File: config.mk
export PLATFORM = sky130hd
export DESIGN_NAME = cb_bitop_unit
export DESIGN_NICKNAME = d
export VERILOG_FILES = /design/src/rtl/cbu_pkg.sv /design/src/rtl/cbu_decode.sv /design/src/rtl/cbu_alu.sv /design/src/rtl/cbu_ctrl.sv /design/src/rtl/cb_bitop_unit.sv
export SDC_FILE = /design/constraint.sdc
export NUM_CORES = 1
export LEC_CHECK = 0
export BUFFER_PORTS_ARGS = -buffer_cell sky130_fd_sc_hd__buf_2
export CAP_MARGIN = 20
export CELL_PAD_IN_SITES_DETAIL_PLACEMENT = 0
export CELL_PAD_IN_SITES_GLOBAL_PLACEMENT = 2
export CORE_ASPECT_RATIO = 1.25
export CORE_MARGIN = 4
export CORE_UTILIZATION = 31
export DETAILED_ROUTE_END_ITERATION = 8
export PLACE_DENSITY = 0.84
export SETUP_SLACK_MARGIN = 0.15
export SYNTH_ARGS = -nofsm -noshare
export SYNTH_HDL_FRONTEND = slang
export SYNTH_SLANG_ARGS = --single-unit
File: constraint.sdc
create_clock -name clk -period 4.55 [get_ports clk]
set_input_delay 0.2275 -clock clk [delete_from_list [all_inputs] [get_ports clk]]
set_output_delay 0.2275 -clock clk [all_outputs]
set_load 0.05 [all_outputs]
File: src/rtl/cbu_pkg.sv
package cbu_pkg;
  localparam int DW = 8;
  localparam int SEL_W = 3;
  localparam int FZ = 3;
  localparam int FN = 2;
  localparam int FH = 1;
  localparam int FC = 0;
  localparam logic [SEL_W-1:0] SEL_MEM = 3'd6;

  typedef enum logic [1:0] {
    GRP_SHIFT = 2'b00,
    GRP_TEST  = 2'b01,
    GRP_CLR   = 2'b10,
    GRP_SET   = 2'b11
  } grp_e;

  typedef enum logic [2:0] {
    SH_RLC  = 3'd0,
    SH_RRC  = 3'd1,
    SH_RL   = 3'd2,
    SH_RR   = 3'd3,
    SH_SLA  = 3'd4,
    SH_SRA  = 3'd5,
    SH_SWAP = 3'd6,
    SH_SRL  = 3'd7
  } shop_e;

  typedef struct packed {
    grp_e             grp;
    logic [2:0]       sub;
    logic [SEL_W-1:0] sel;
    logic             is_mem;
    logic             is_test;
  } dec_t;
endpackage

File: src/rtl/cbu_decode.sv
module cbu_decode
  import cbu_pkg::*;
(
  input  logic [7:0] opc,
  output dec_t       dec
);
  always_comb begin
    dec.grp     = grp_e'(opc[7:6]);
    dec.sub     = opc[5:3];
    dec.sel     = opc[2:0];
    dec.is_mem  = (opc[2:0] == SEL_MEM);
    dec.is_test = (opc[7:6] == 2'b01);
  end
endmodule

File: src/rtl/cbu_alu.sv
module cbu_alu
  import cbu_pkg::*;
(
  input  dec_t          dec,
  input  logic [DW-1:0] a,
  input  logic [3:0]    fin,
  output logic [DW-1:0] res,
  output logic [3:0]    fout
);
  localparam int HW = DW / 2;

  logic [DW-1:0] bit_mask;
  logic          cin;
  logic [DW-1:0] sh_res;
  logic          sh_c;

  // one-hot mask of the addressed bit
  for (genvar i = 0; i < DW; i++) begin : g_mask
    assign bit_mask[i] = (dec.sub == 3'(i));
  end

  assign cin = fin[FC];

  always_comb begin
    sh_res = a;
    sh_c   = 1'b0;
    case (shop_e'(dec.sub))
      SH_RLC:  begin sh_res = {a[DW-2:0], a[DW-1]}; sh_c = a[DW-1]; end
      SH_RRC:  begin sh_res = {a[0], a[DW-1:1]};    sh_c = a[0];    end
      SH_RL:   begin sh_res = {a[DW-2:0], cin};     sh_c = a[DW-1]; end
      SH_RR:   begin sh_res = {cin, a[DW-1:1]};     sh_c = a[0];    end
      SH_SLA:  begin sh_res = {a[DW-2:0], 1'b0};    sh_c = a[DW-1]; end
      SH_SRA:  begin sh_res = {a[DW-1], a[DW-1:1]}; sh_c = a[0];    end
      SH_SWAP: begin sh_res = {a[HW-1:0], a[DW-1:HW]}; sh_c = 1'b0; end
      SH_SRL:  begin sh_res = {1'b0, a[DW-1:1]};    sh_c = a[0];    end
      default: begin sh_res = a; sh_c = 1'b0; end
    endcase
  end

  always_comb begin
    res  = a;
    fout = fin;
    case (dec.grp)
      GRP_SHIFT: begin
        res      = sh_res;
        fout[FZ] = (sh_res == '0);
        fout[FN] = 1'b0;
        fout[FH] = 1'b0;
        fout[FC] = sh_c;
      end
      GRP_TEST: begin
        res      = a;
        fout[FZ] = ((a & bit_mask) == '0);
        fout[FN] = 1'b0;
        fout[FH] = 1'b1;
      end
      GRP_CLR: res = a & ~bit_mask;
      GRP_SET: res = a | bit_mask;
      default: res = a;
    endcase
  end
endmodule

File: src/rtl/cbu_ctrl.sv
module cbu_ctrl #(
  parameter int TICKS  = 4,
  parameter int REG_MC = 2,
  parameter int MEM_MC = 4
) (
  input  logic clk,
  input  logic rst,
  input  logic start,
  input  logic is_mem,
  input  logic is_test,
  output logic busy,
  output logic accept,
  output logic cap_reg,
  output logic cap_mem,
  output logic load_out,
  output logic mem_rd_en,
  output logic mem_wr_en,
  output logic rf_wr_en,
  output logic done
);
  localparam int LAST_REG = REG_MC * TICKS - 1;
  localparam int LAST_MEM = MEM_MC * TICKS - 1;
  localparam int RD_T     = TICKS;
  localparam int CAP_T    = TICKS + 1;
  localparam int WR_T     = (MEM_MC - 1) * TICKS;
  localparam int CW       = $clog2(LAST_MEM + 1);

  logic [CW-1:0] tick_q, nxt, last;
  logic          busy_q, rd_q, wr_q, rfw_q, done_q;

  assign nxt      = tick_q + CW'(1);
  assign last     = is_mem ? CW'(LAST_MEM) : CW'(LAST_REG);
  assign accept   = !busy_q && start;
  assign cap_reg  = busy_q && !is_mem && (tick_q == '0);
  assign cap_mem  = busy_q && is_mem && (tick_q == CW'(CAP_T));
  assign load_out = busy_q && (tick_q != last) && (nxt == last);

  always_ff @(posedge clk) begin
    if (rst) begin
      busy_q <= 1'b0;
      tick_q <= '0;
      rd_q   <= 1'b0;
      wr_q   <= 1'b0;
      rfw_q  <= 1'b0;
      done_q <= 1'b0;
    end else if (!busy_q) begin
      tick_q <= '0;
      rd_q   <= 1'b0;
      wr_q   <= 1'b0;
      rfw_q  <= 1'b0;
      done_q <= 1'b0;
      if (start) busy_q <= 1'b1;
    end else if (tick_q == last) begin
      busy_q <= 1'b0;
      tick_q <= '0;
      rd_q   <= 1'b0;
      wr_q   <= 1'b0;
      rfw_q  <= 1'b0;
      done_q <= 1'b0;
    end else begin
      tick_q <= nxt;
      rd_q   <= is_mem && (nxt == CW'(RD_T));
      wr_q   <= is_mem && !is_test && (nxt == CW'(WR_T));
      rfw_q  <= !is_mem && !is_test && (nxt == last);
      done_q <= (nxt == last);
    end
  end

  assign busy      = busy_q;
  assign mem_rd_en = rd_q;
  assign mem_wr_en = wr_q;
  assign rf_wr_en  = rfw_q;
  assign done      = done_q;

  a_r10_done_single: assert property (@(posedge clk) disable iff (rst)
    done |=> !done);
  a_r10_rfwr_with_done: assert property (@(posedge clk) disable iff (rst)
    rf_wr_en |-> done);
  a_r9_test_no_mem_write: assert property (@(posedge clk) disable iff (rst)
    mem_wr_en |-> !is_test);
  a_r9_rd_wr_exclusive: assert property (@(posedge clk) disable iff (rst)
    !(mem_rd_en && mem_wr_en));
  a_r8_tick_bound: assert property (@(posedge clk) disable iff (rst)
    tick_q <= CW'(LAST_MEM));
  a_r9_strobes_busy: assert property (@(posedge clk) disable iff (rst)
    (mem_rd_en || mem_wr_en) |-> busy_q);
endmodule

File: src/rtl/cb_bitop_unit.sv
module cb_bitop_unit
  import cbu_pkg::*;
#(
  parameter int ADDR_W = 16,
  parameter int TICKS  = 4,
  parameter int REG_MC = 2,
  parameter int MEM_MC = 4
) (
  input  logic              clk,
  input  logic              rst,
  input  logic              start,
  input  logic [7:0]        opcode,
  input  logic [3:0]        flags_in,
  input  logic [ADDR_W-1:0] hl_addr,
  output logic [2:0]        rf_rd_sel,
  input  logic [7:0]        rf_rd_data,
  output logic              rf_wr_en,
  output logic [2:0]        rf_wr_sel,
  output logic [7:0]        rf_wr_data,
  output logic [ADDR_W-1:0] mem_addr,
  output logic              mem_rd_en,
  output logic              mem_wr_en,
  output logic [7:0]        mem_wdata,
  input  logic [7:0]        mem_rdata,
  output logic [3:0]        flags_out,
  output logic              done
);
  logic [7:0]        opc_q;
  logic [3:0]        fin_q;
  logic [ADDR_W-1:0] hl_q;
  logic [DW-1:0]     opnd_q, data_q, alu_res;
  logic [3:0]        flags_q, alu_flags;
  dec_t              dec;
  logic busy, accept, cap_reg, cap_mem, load_out;

  cbu_decode u_dec (.opc(opc_q), .dec(dec));

  cbu_alu u_alu (
    .dec (dec),
    .a   (opnd_q),
    .fin (fin_q),
    .res (alu_res),
    .fout(alu_flags)
  );

  cbu_ctrl #(.TICKS(TICKS), .REG_MC(REG_MC), .MEM_MC(MEM_MC)) u_ctrl (
    .clk      (clk),
    .rst      (rst),
    .start    (start),
    .is_mem   (dec.is_mem),
    .is_test  (dec.is_test),
    .busy     (busy),
    .accept   (accept),
    .cap_reg  (cap_reg),
    .cap_mem  (cap_mem),
    .load_out (load_out),
    .mem_rd_en(mem_rd_en),
    .mem_wr_en(mem_wr_en),
    .rf_wr_en (rf_wr_en),
    .done     (done)
  );

  always_ff @(posedge clk) begin
    if (rst) begin
      opc_q   <= '0;
      fin_q   <= '0;
      hl_q    <= '0;
      opnd_q  <= '0;
      data_q  <= '0;
      flags_q <= '0;
    end else begin
      if (accept) begin
        opc_q <= opcode;
        fin_q <= flags_in;
        hl_q  <= hl_addr;
      end
      if (cap_reg) opnd_q <= rf_rd_data;
      if (cap_mem) opnd_q <= mem_rdata;
      if (busy) data_q <= alu_res;
      if (load_out) flags_q <= alu_flags;
    end
  end

  assign rf_rd_sel  = dec.sel;
  assign rf_wr_sel  = dec.sel;
  assign rf_wr_data = data_q;
  assign mem_wdata  = data_q;
  assign mem_addr   = hl_q;
  assign flags_out  = flags_q;

  a_r11_hold_opcode: assert property (@(posedge clk) disable iff (rst)
    (busy && start) |=> $stable(opc_q));
  a_r7_flags_kept: assert property (@(posedge clk) disable iff (rst)
    (done && (dec.grp == GRP_CLR || dec.grp == GRP_SET)) |-> flags_out == fin_q);
  a_r6_test_no_rf_write: assert property (@(posedge clk) disable iff (rst)
    rf_wr_en |-> !dec.is_test);
  a_r6_test_sets_h: assert property (@(posedge clk) disable iff (rst)
    (done && dec.is_test) |-> (flags_out[FH] && !flags_out[FN]));
endmodule

### Word-level counts from Yosys, hierarchy flattened

Index checks and enable logic that the tools add are counted.

| storage, ports and cells | value |
|---|---|
| register bits | 57 |
| latch bits | 0 |
| bits in writable memories | 0 |
| bits in read-only memories | 0 |
| input port bits | 47 |
| output and inout port bits | 46 |
| word-level logic and storage cells | 70 |
| memories | 0 |

| operators by class | value |
|---|---|
| add/subtract/negate cells | 1 |
| multiply operators | 0 |
| div/mod/pow operators | 0 |
| magnitude comparators | 0 |
| eq/ne operators | 17 |
| shift operators | 0 |
| mux-type cells | 11 |
| bitwise operators | 5 |
| reduce and logical (&&, ||, !) cells | 24 |

Operators by type and width:

| cell | number |
|---|---|
| 8-bit case mux with 8 select lines | 1 |
| 8-bit case mux with 4 select lines | 1 |
| 8-bit bitwise AND | 2 |
| 8-bit logical NOT | 2 |
| 8-bit two-way mux | 2 |
| 3-bit == test, second input constant | 5 |
| 1-bit logical AND | 12 |
| 4-bit by 3-bit == test with 1-bit output, second input constant | 2 |
| 4-bit == test | 2 |
| 8-bit inverter | 1 |
| 8-bit bitwise OR | 1 |
| 3-bit by 2-bit == test with 1-bit output, second input constant | 2 |
| 3-bit case mux with 2 select lines | 1 |
| 3-bit OR reduction | 2 |
| 4-bit by 1-bit adder with 4-bit output, second input constant | 1 |
| 2-bit == test, second input constant | 2 |
| 4-bit == test, second input constant | 1 |
| 4-bit logical NOT | 1 |
| 1-bit two-way mux | 4 |
| 4-bit two-way mux | 1 |
| 4-bit inequality test | 1 |
| 4-bit OR reduction | 1 |
| 3-bit by 1-bit == test with 1-bit output, second input constant | 1 |
| 1-bit logical NOT | 3 |
| 6 further kinds | 6 |

### Depth between registers and ports, before layout

| depth | value |
|---|---|
| word-level depth | 6 |
| mapped depth | 7 |
| depth with buffers taken out | 7 |

### Hierarchy

A second synthesis with hierarchy kept.

| unflattened totals | value |
|---|---|
| cells, all modules | 340 |
| area total of the unflattened synthesis | 3118.0 um^2 |

Modules (own cells, without submodules):

| module | times used | cells each | area an instance (um^2) | sequential area each (um^2) |
|---|---|---|---|---|
| cb_bitop_unit | 1 | 175 | 1883.1 | 960.9 |
| cbu_alu | 1 | 108 | 726.9 | 0.0 |
| cbu_ctrl | 1 | 47 | 432.9 | 180.2 |
| cbu_decode | 1 | 10 | 75.1 | 0.0 |

### Least setup slack after synthesis

No wires, ideal clock.

| timing | value |
|---|---|
| kind | reg2reg |
| start point | reg opc_q[5] |
| end point | reg flags_q[3] (netlist: flags_out[3]) |
| setup time | 0.088 ns |
| arrival time | 1.885 ns |
| required time | 4.462 ns |
| setup slack | 2.577 ns |
| stages on the path, launching flop included | 6 |
| buffers on the path | 0 |
| clock period less this slack | 1.973 ns |
| path through | dfxtp_1 > mux2_4 > a2111oi_4 > o2111ai_1 > or4_1 > a311oi_2 |

| on the way | value |
|---|---|
| cells in the longest elaborated chain, start to end | 4 |
| elaborated cells on any way between the ends | 13 |
| classes of those cells | eq/ne: 7; mux: 2; bitwise: 1; reduce/logical: 3 |

RTL lines:

| what | RTL line | RTL |
|---|---|---|
| from (decl) | cb_bitop_unit.sv:28 | `logic [7:0] opc_q;` |
| from (signal assigned) | cb_bitop_unit.sv:73 | `opc_q <= opcode;` |
| 3-bit == test (tied with other cells) | cbu_alu.sv:19, cbu_alu.sv:27 |  |
| 8-bit case mux with 8 select lines / 8-bit bitwise AND (equally long branches) | cbu_alu.sv:27, cbu_alu.sv:53 |  |
| 8-bit logical NOT (on tied branches) | cbu_alu.sv:46, cbu_alu.sv:53 |  |
| 3-bit case mux with 2 select lines (*) | cbu_alu.sv:43 | `case (dec.grp)` |
| to (signal assigned) | cb_bitop_unit.sv:80 | `if (load_out) flags_q <= alu_flags;` |
| to (decl) | cb_bitop_unit.sv:32 | `logic [3:0] flags_q, alu_flags;` |

Every way passes the cells marked *; elsewhere a longest branch is shown, timed or not.
A chain may end at the register's enable or synchronous reset.

### Worst setup path in the final report

| timing | value |
|---|---|
| start point | reg opc_q[3] |
| end point | reg flags_q[3] (netlist: flags_out[3]) |

The elaborated chain is that of the path after synthesis.

==> summary.md <==
| Metric | Value |
|---|---|
| Total Neg Setup Slack | `0 ps` |
| DR iter-0 viols | `approximately 130` |
| Pwr Total | `1.54 mW` |
| Routability Congestion | `between 0.9 and 1` |
| Post-synth EDFFs | `0` |
| Depth of the CTS H-tree | `3` |
| Cell variety after synth | `46` |
| Total gr overflow | `0` |
| Max Fclk | `391 MHz` |
| Fraction of layout cells with a size suffix above 1 | `0.282` |
| Sequential-to-total area share from yosys stat | `0.386` |
| Commonest non-fill, non-tap cells in the layout | `buf_2, nand2_1, dfxtp_1, a21oi_1, nor2_1` |
| Max VDD drop | `0.000218 V` |
| Final period utilization | `0.562` |
| Root Buffer | `clkbuf_16` |
| # setup viols final | `0` |
| Longest Clk Path Bufs | `2` |
| Clk Latency, worst-skew pair | `330 ps` |
| Crit path DAT | `2790 ps` |
| Final min period | `between 2000 and 3000 ps` |
| Critical R2R Launch | `opc_q[3]` |
| R2r setup slk | `1990 ps` |
| Filler instances | `960` |
| Post-synth ARST share | `0` |
| Die ar. | `0.0112 mm2` |
| Ranking of synthesized cells by area | `dfxtp_1, nand2_1, a21oi_1` |
| Syn Std Cell Area | `0.00295 mm2` |
| Remaining DRCs | `0` |
| Vias per Instance | `4.91` |
| Die Span X | `around 95 um` |
| Setup Fix Bufs, Post-CTS | `0` |
| Fin util | `0.399` |
| Wire per inst | `14.2 um` |
| Worst-margin pin slew | `roughly 1000 ps` |
| First drt pass iteration count | `5` |
| Synth warn | `0` |
| Commonest non-fill, non-tap cell in the layout | `buf_2` |
| Post-synth top area share | `0.386` |
| Max Transition Viols Final | `0` |
| Critical Path End Type | `register` |
| Vias in the first global route | `~2600` |
| RSZ-0062 raised after global routing | `false` |
| Critical setup path kind | `register to register` |
| First-pass GRT wire length | `12800 um` |
| Leak | `1.66 nW` |
| Max Clock Skew | `7.06 ps` |
| Syn nets | `423` |
| Nets@finish | `about 490` |
| R2R cell count | `5` |
| ANT cells | `0` |
| Initial antenna violation count | `0` |
| CTS buffer count | `9` |
| Sink Count | `57` |
| Hold_buf cts | `0` |
| #FFs+latches synth | `57` |
| MaxCap Viol Count | `0` |
| I/O Buffers | `92` |
| Average instance area after synthesis | `7.96 um2` |
| HP Class | `primary input to register` |
| Req. time, crit path | `4790 ps` |
| Ports | `93` |
| Total wire length | `8000 um` |
| Synth area leader | `dfxtp_1` |
| Synthesis-to-finish area growth | `24.7%` |
| Post_cts resized | `0` |
| Final hold violation count | `0` |
| Core area | `0.00922 mm2` |
| Routed Antenna Nets | `0` |
| Die Ht | `117 um` |
| Vias post-DR | `2759` |
| Clock slew at reported path FFs | `around 60 ps` |
| Worst hold path startpoint | `hl_addr[1]` |
| Crit path max fanout | `34` |
| Outcome | `completed` |
| Critical Path Source Type | `register` |
| Row count | `39` |
| Worst hold path depth | `3` |
| Post-DP HPWL | `5420 um` |
| Pwr/cell area | `419 mW/mm2` |
| Initial Util | `0.320` |
| Synth Flop Type | `dfxtp_1` |
| CP startpoint | `opc_q[3]` |
| Cells after synthesis | `371` |
| Largest net degree at the start of global routing | `53` |
| CTS tree | `done` |
| Max_slew headroom | `0.320` |
| Tot GR Track Use | `0.148` |
routing by layer:
metal | part of all wire | up-vias | GRT usage
met2 | 0.46 | 87 | 0.232
li1 | - | 1392 | -
met1 | 0.45 | 1268 | 0.189
met5 | 0 | - | 0
met3 | 0.074 | 12 | 0.0492
met4 | 0.016 | 0 | 0.0577
synthesized netlist by cell type (3+ instances only):
cell and instances:
a211oi_1 10, a21boi_0 4, a21oi_1 37, a31oi_1 3
and3_1 4, buf_2 4, buf_4 14, clkbuf_1 24
dfxtp_1 57, ha_1 5, inv_1 9, mux2_2 7
mux2i_1 14, nand2_1 76, nand2b_1 7, nand3_1 4
nand3b_1 5, nor2_1 26, nor2b_1 9, nor3_1 9
o211ai_1 6, o21ai_0 4, o31ai_1 3
kinds of logic (layout without fill, tap and decap cells):
kind of cell               after synthesis  in the layout  share of synthesized area
and+or+nand+nor                        152            152                      0.237
muxes                                   22             22                     0.0792
xor gates and xnor gates                 3              3                    0.00890
AOI/OAI and AO/OA                       81             81                      0.183
buffers and inverters                   51            119                     0.0843
adders and majority gates                5              5                     0.0212
DFF                                     57             57                      0.386
registers in the layout, summed over array words and instances, names as in the netlist, 4 cells and up:
register	cells
mem_addr	16
fin_q	4
opnd_q	8
opc_q	8
flags_out	4
u_ctrl.tick_q	4
mem_wdata	8
final timing paths:
path	to
worst max register to register	flags_out[3]
worst min register to register	mem_addr[10]
worst max-delay path	flags_out[3]
worst min-delay path	mem_addr[1]
power breakdown:
group	total (mW)	leakage (nW)	switching [mW]	internal, mW
combinational	0.292	1.05	0.193	0.0991
sequential	0.582	0.466	0.0499	0.532
clock	0.668	0.137	0.246	0.422
total	1.54	1.66	0.489	1.05
final cells by class:
class	count	area, um2	share of cell area
multi-input combinational	263	1570	0.425
sequential	57	1140	0.310
clock buffer	9	225	0.0612
timing repair buffer	94	490	0.133
inverter	9	33.8	0.00917
tap	123	154	0.0418
clock inverter	7	71.3	0.0194
worst max-delay path: stages, from the launching register on:
cell and delay (ps):
dfxtp_1 970, nor2b_1 260, a2111oi_4 340, o2111ai_1 130
or4_1 550, a311oi_2 210
metrics by stage:
step                instance area [um2]  setup slack, ps  hold WS, ps  cells
floorplan                          2950             2580          363    371
global placement                   3360             2060          439    544
detailed placement                 3360             1990          444    544
CTS                                3650             1980          120    560
global route                       3680             1730          140    562
finish                             3680             1990          132    562
Power figures use the tool's default switching activity.
